==> src/rtl/wbsa_pkg.sv <==
package wbsa_pkg;

    // What the search cursor does in a given cycle, before any placement.
    typedef enum logic [1:0] {
        CUR_KEEP      = 2'd0,
        CUR_ROW_START = 2'd1,
        CUR_ZERO      = 2'd2
    } cur_act_e;

    // A tick takes priority over the end-of-execute strobe.
    function automatic cur_act_e cur_action(input logic tick, input logic exec_done);
        if (tick)
            return CUR_ZERO;
        if (exec_done)
            return CUR_ROW_START;
        return CUR_KEEP;
    endfunction

    function automatic int unsigned width_of(input int unsigned n);
        return (n > 1) ? $clog2(n) : 1;
    endfunction

endpackage

==> src/rtl/wbsa_cursor.sv <==
module wbsa_cursor
    import wbsa_pkg::*;
#(
    parameter int LANES = 4,
    parameter int PW    = 5
) (
    input  logic          clk,
    input  logic          rst,
    input  logic          tick,
    input  logic          exec_done,
    input  logic          place,
    input  logic [PW-1:0] place_pos,
    output logic [PW-1:0] start_pos
);

    localparam logic [PW-1:0] LANES_P = PW'(LANES);

    logic [PW-1:0] pos_q;

    always_comb begin
        unique case (cur_action(tick, exec_done))
            CUR_ZERO:      start_pos = '0;
            CUR_ROW_START: start_pos = (pos_q / LANES_P) * LANES_P;
            default:       start_pos = pos_q;
        endcase
    end

    always_ff @(posedge clk) begin
        if (rst)
            pos_q <= '0;
        else if (place)
            pos_q <= place_pos;
        else
            pos_q <= start_pos;
    end

    // with no placement, a tick leaves the cursor at the origin
    a_r7_tick_zero: assert property (@(posedge clk) disable iff (rst)
        (tick && !place) |=> (pos_q == '0));

    // with no placement, exec_done leaves the cursor on a row boundary
    a_r7_exec_row_start: assert property (@(posedge clk) disable iff (rst)
        (!tick && exec_done && !place) |=> ((pos_q % LANES_P) == '0));

endmodule

==> src/rtl/wbsa_scan.sv <==
module wbsa_scan #(
    parameter int N  = 20,
    parameter int PW = 5
) (
    input  logic [N-1:0]  occ,
    input  logic [PW-1:0] start,
    output logic          found,
    output logic [PW-1:0] pos
);

    // Walk downward so that the last hit is the lowest free position.
    always_comb begin
        found = 1'b0;
        pos   = '0;
        for (int i = N - 1; i >= 0; i--) begin
            if (!occ[i] && (PW'(i) >= start)) begin
                found = 1'b1;
                pos   = PW'(i);
            end
        end
    end

endmodule

==> src/rtl/wbsa_rows.sv <==
module wbsa_rows #(
    parameter int LANES = 4,
    parameter int DEPTH = 5,
    parameter int TAG_W = 8,
    parameter int PW    = 5,
    parameter int CW    = 3
) (
    input  logic                   clk,
    input  logic                   rst,
    input  logic                   shift,
    input  logic                   wr_en,
    input  logic [PW-1:0]          wr_pos,
    input  logic [TAG_W-1:0]       wr_tag,
    output logic [LANES*DEPTH-1:0] view_occ,
    output logic [LANES-1:0]       head_occ,
    output logic [LANES*TAG_W-1:0] head_tags,
    output logic [CW-1:0]          head_cnt
);

    logic [LANES-1:0] occ_q [DEPTH];
    logic [TAG_W-1:0] tag_q [DEPTH][LANES];
    logic [CW-1:0]    cnt_q [DEPTH];

    logic [LANES-1:0] occ_v [DEPTH];
    logic [TAG_W-1:0] tag_v [DEPTH][LANES];
    logic [CW-1:0]    cnt_v [DEPTH];
    logic [LANES-1:0] hit   [DEPTH];

    // Row contents as seen this cycle: shifted toward the head on a tick.
    for (genvar r = 0; r < DEPTH; r++) begin : g_row
        if (r == DEPTH - 1) begin : g_top
            assign occ_v[r] = shift ? '0 : occ_q[r];
            assign cnt_v[r] = shift ? '0 : cnt_q[r];
        end else begin : g_mid
            assign occ_v[r] = shift ? occ_q[r+1] : occ_q[r];
            assign cnt_v[r] = shift ? cnt_q[r+1] : cnt_q[r];
        end
        assign view_occ[r*LANES +: LANES] = occ_v[r];

        for (genvar s = 0; s < LANES; s++) begin : g_slot
            if (r == DEPTH - 1) begin : g_ttop
                assign tag_v[r][s] = shift ? '0 : tag_q[r][s];
            end else begin : g_tmid
                assign tag_v[r][s] = shift ? tag_q[r+1][s] : tag_q[r][s];
            end
            assign hit[r][s] = wr_en && (wr_pos == PW'(r*LANES + s));
        end
    end

    for (genvar s = 0; s < LANES; s++) begin : g_head
        assign head_tags[s*TAG_W +: TAG_W] = tag_q[0][s];
    end
    assign head_occ = occ_q[0];
    assign head_cnt = cnt_q[0];

    always_ff @(posedge clk) begin
        if (rst) begin
            for (int r = 0; r < DEPTH; r++) begin
                occ_q[r] <= '0;
                cnt_q[r] <= '0;
                for (int s = 0; s < LANES; s++)
                    tag_q[r][s] <= '0;
            end
        end else begin
            for (int r = 0; r < DEPTH; r++) begin
                occ_q[r] <= occ_v[r] | hit[r];
                cnt_q[r] <= cnt_v[r] + CW'(|hit[r]);
                for (int s = 0; s < LANES; s++)
                    tag_q[r][s] <= hit[r][s] ? wr_tag : tag_v[r][s];
            end
        end
    end

    // a placement never lands on a slot that is already taken
    a_r5_single_write: assert property (@(posedge clk) disable iff (rst)
        wr_en |-> !view_occ[wr_pos]);

    // on a tick the head takes over the count of the row behind it
    if (DEPTH > 1) begin : g_shift_chk
        a_r4_shift_moves: assert property (@(posedge clk) disable iff (rst)
            (shift && !wr_en) |=> (head_cnt == $past(cnt_q[1])));
    end

endmodule

==> src/rtl/wb_slot_alloc.sv <==
module wb_slot_alloc
    import wbsa_pkg::*;
#(
    parameter int LANES = 4,
    parameter int DEPTH = 5,
    parameter int TAG_W = 8,
    localparam int N    = LANES * DEPTH,
    localparam int PW   = $clog2(N + 1),
    localparam int RW   = width_of(DEPTH),
    localparam int SW   = width_of(LANES),
    localparam int CW   = $clog2(LANES + 1)
) (
    input  logic                   clk,
    input  logic                   rst,
    input  logic                   tick,
    input  logic                   exec_done,
    input  logic                   req_valid,
    input  logic [TAG_W-1:0]       req_tag,
    output logic                   req_ready,
    output logic                   grant_valid,
    output logic [RW-1:0]          grant_row,
    output logic [SW-1:0]          grant_slot,
    output logic                   overflow_err,
    output logic                   commit_fire,
    output logic [LANES-1:0]       commit_mask,
    output logic [LANES*TAG_W-1:0] commit_tags,
    output logic [CW-1:0]          commit_count
);

    localparam logic [PW-1:0] LANES_P = PW'(LANES);

    logic [N-1:0]  view_occ;
    logic [PW-1:0] start_pos;
    logic [PW-1:0] free_pos;
    logic          free_found;
    logic          place;

    wbsa_cursor #(.LANES(LANES), .PW(PW)) u_cursor (
        .clk       (clk),
        .rst       (rst),
        .tick      (tick),
        .exec_done (exec_done),
        .place     (place),
        .place_pos (free_pos),
        .start_pos (start_pos)
    );

    wbsa_scan #(.N(N), .PW(PW)) u_scan (
        .occ   (view_occ),
        .start (start_pos),
        .found (free_found),
        .pos   (free_pos)
    );

    wbsa_rows #(.LANES(LANES), .DEPTH(DEPTH), .TAG_W(TAG_W), .PW(PW), .CW(CW)) u_rows (
        .clk       (clk),
        .rst       (rst),
        .shift     (tick),
        .wr_en     (place),
        .wr_pos    (free_pos),
        .wr_tag    (req_tag),
        .view_occ  (view_occ),
        .head_occ  (commit_mask),
        .head_tags (commit_tags),
        .head_cnt  (commit_count)
    );

    assign place        = req_valid && free_found;
    assign req_ready    = free_found;
    assign grant_valid  = place;
    assign grant_row    = RW'(free_pos / LANES_P);
    assign grant_slot   = SW'(free_pos % LANES_P);
    assign overflow_err = req_valid && !free_found;
    assign commit_fire  = tick;

    // after an overflow, room appears again only through a tick
    a_r6_full_persists: assert property (@(posedge clk) disable iff (rst)
        overflow_err |=> (tick || !req_ready));

    // head count and head mask are kept by separate registers
    a_r9_count_matches: assert property (@(posedge clk) disable iff (rst)
        commit_count == CW'($countones(commit_mask)));

endmodule

==> config.mk <==
export PLATFORM = sky130hd
export DESIGN_NAME = wb_slot_alloc
export DESIGN_NICKNAME = d
export VERILOG_FILES = /design/src/rtl/wbsa_pkg.sv /design/src/rtl/wbsa_cursor.sv /design/src/rtl/wbsa_scan.sv /design/src/rtl/wbsa_rows.sv /design/src/rtl/wb_slot_alloc.sv
export SDC_FILE = /design/constraint.sdc
export NUM_CORES = 1
export LEC_CHECK = 0
export ABC_AREA = 1
export ABC_CLOCK_PERIOD_IN_PS = 3700
export BUFFER_PORTS_ARGS = -buffer_cell sky130_fd_sc_hd__buf_2
export CAP_MARGIN = 40
export CORE_ASPECT_RATIO = 1.5
export CORE_UTILIZATION = 55
export DETAILED_ROUTE_END_ITERATION = 10
export HOLD_SLACK_MARGIN = 0.12
export PLACE_DENSITY = 0.73
export SLEW_MARGIN = 15
export SYNTH_ARGS = -nofsm -noshare
export SYNTH_HDL_FRONTEND = slang
export SYNTH_SLANG_ARGS = --single-unit
==> constraint.sdc <==
create_clock -name clk -period 3.7 [get_ports clk]
set_clock_uncertainty 0.1 [all_clocks]
set_input_delay 0.37 -clock clk [delete_from_list [all_inputs] [get_ports clk]]
set_output_delay 0.37 -clock clk [all_outputs]
set_load 0.01 [all_outputs]
==> impl_metrics.csv <==
group,metric,value,unit
synthesis,synth.area.top_cells,"dfxtp_1, nand2_1, nor2_1",
synthesis,seq_area_frac_synth,0.386,
synthesis,yosysMostFrequentCell,"nand2_1",
run_status,status,"finished, final reports clean",
sta,min_period_over_period,0.853,
synthesis,yosys_warnings,0,
floorplan,die-area,0.0194,mm^2
synthesis,syn-num-nets,1565,
power,leakage,5.07,nW
synthesis,yosysTopAreaCellShare,0.386,
floorplan,initial_core_util,0.562,
worst_setup_path,worstPathRequired,3230,ps
placed_design,globalplace.congestion,0.970,
floorplan,fp.dieW,114,um
routing,avgRoutedWirePerCell,15.7,um
sta,setup_violations,0,
placed_design,dp_hpwl,18900,um
clocking,cts_num_sinks,200,
global_route,grt_max_degree,86,
global_route,grt_remaining_overflow,0,
finish,stdcell_count,1777,
sta,setup_tns,0,ps
worst_setup_path,crit_type,"flip-flop to output pin",
synthesis,synth-edff-count,0,
synthesis,synth-main-ff-cell,"dfxtp_1",
sta,final_hold_viol_count,0,
finish,fin_nets,1535,
finish,syn2layout_area_growth,7.08,%
floorplan,core,0.0185,mm^2
floorplan,dieHeight,170,um
clocking,cts_setup_buffers,0,
clocking,clk_latency,450,ps
placed_design,port_buffers,60,
global_route,grt_pass1_wl,45400,um
clocking,h-tree-depth,4,
clocking,cts-root-buf,"clkbuf_16",
clocking,cts_buffers,17,
worst_setup_path,arrival,2690,ps
clocking,cts_resized,0,
sta,rsz0062_at_grt,"no",
synthesis,ys_types,37,
worst_setup_path,worstPathMaxFanout,7,
sta,min_period,3160,ps
sta,tightest_slew,797,ps
global_route,track_usage,0.298,
synthesis,synth_async_sr_flop_share,0,
power,pwr_density_cell,413,mW/mm^2
routing,drtIter0Drc,1086,
clocking,cts_tree,"built",
finish,diodes,0,
synthesis,ys_ff_latch,200,
synthesis,avgSynthCellArea,6.73,um^2
routing,drcViolationCount,0,
worst_setup_path,crit_path_end_kind,"output pin",
synthesis,yosysTopAreaCell,"dfxtp_1",
synthesis,synth_cells,1542,
global_route,antenna_found_initial,0,
placed_design,post-place-cells,1744,
power,ir_drop,0.261,mV
clocking,clkTransAtPathRegs,70,ps
finish,drive_above_1_share,0.129,
clocking,cts_hold_buffers,0,
routing,routed_wl,27900,um
worst_setup_path,worst_setup_path_start_kind,"flip-flop",
global_route,grt_pass1_vias,8663,
synthesis,synth_commonest_cells,"nand2_1, nor2_1, dfxtp_1, nand3_1, a21oi_1",
routing,post_drt_via_cell_ratio,5.36,
sta,maxSlewViolCount,0,
routing,firstDrtPassIters,5,
routing,via_count,9526,
routing,ant_nets,0,
sta,max_freq,317,MHz
worst_hold_path,hp-class,"input port to flip-flop",
synthesis,synth_area,0.0104,mm^2
sta,slew_headroom,0.469,
floorplan,rows,61,
floorplan,io-pin-count,61,
power,totalPowerFinal,4.59,mW
clocking,cts_max_path_buffers,2,
run,cap_viol_max_count,0,
## report_power, final
group	switching, mW	internal [mW]
registers	0.0150	2.18
logic	0.313	0.106
clock network	0.898	1.07
## final cells by class
cell class	instances	area [um^2]
Fill cell	1784	7360
Multi-Input combinational cell	1119	5300
Sequential cell	200	4000
Timing Repair Buffer	84	515
Clock buffer	20	467
Inverter	90	345
Tap cell	252	315
Clock inverter	12	156
## cells in the final DEF (no fill, tap or decap), types with 3 or more instances in the layout
cell type     n
nand2_1     469
nor2_1      226
dfxtp_1     200
nand3_1     135
a21oi_1      92
inv_1        67
o21ai_0      63
buf_2        59
o21ai_1      23
buf_4        23
nand4_1      19
inv_2        18
clkbuf_16    17
ha_1         10
mux2i_1       9
nand3_2       8
nor2_4        7
nand2_2       7
nor3_4        7
nor2_2        6
nor3_1        6
nand4_2       6
o211ai_1      5
nor2_8        4
nand2_4       4
a21oi_4       4
inv_6         4
inv_4         3
clkinvlp_4    3
clkbuf_8      3
## state kept, by name (all words and copies together) (netlist names)
| name | cells |
|---|---|
| u_rows.cnt_q | 15 |
| u_cursor.pos_q | 5 |
| u_rows.occ_q | 20 |
| u_rows.tag_q | 160 |
## cell families after synthesis
| group | after synthesis | synth area share |
|---|---|---|
| simple gates | 905 | 0.386 |
| buf+inv | 223 | 0.103 |
| flops | 200 | 0.386 |
| compound gates | 195 | 0.104 |
| fa+ha+maj | 10 | 0.0121 |
| mux | 9 | 0.00869 |
## metal layers
metal,routed length [um],global-route usage
met3,1400,0.0495
met4,875,0.128
met2,13500,0.499
met1,12100,0.377
met5,0,0
## worst max-delay path: stages, from the launching register on
cell      delay [ps]
dfxtp_1          340
inv_1            110
nor2_8           160
inv_1            140
o21ai_1          110
inv_1             80
o211ai_1         140
nand2_1          180
nor3_4           310
nand2_2           90
nor2_2           240
inv_1            100
nor2_1            90
buf_2            130
## worst paths after layout
| kind | cells after the start | to | from | slack [ps] |
|---|---|---|---|---|
| max | 13 | overflow_err | u_cursor.pos_q[4] | 540 |
| min | 4 | u_rows.occ_q[0][18] | tick | 260 |
| max reg2reg | 19 | u_rows.tag_q[0][60] | u_cursor.pos_q[4] | 560 |
| min reg2reg | 2 | u_rows.tag_q[0][0] | u_rows.tag_q[0][0] | 380 |
## metrics by stage
| step | hold slack, ps | worst slack [ps] | utilization | cell area [um^2] |
|---|---|---|---|---|
| after floorplan | 360 | 567 | - | 10400 |
| after global placement | 365 | 289 | 0.565 | 10400 |
| after detailed placement | 370 | 255 | 0.566 | 10500 |
| after CTS | 256 | 555 | 0.600 | 11100 |
| after global routing | 300 | 304 | 0.601 | 11100 |
| final | 264 | 545 | 0.601 | 11100 |
Power figures use the tool's default switching activity.
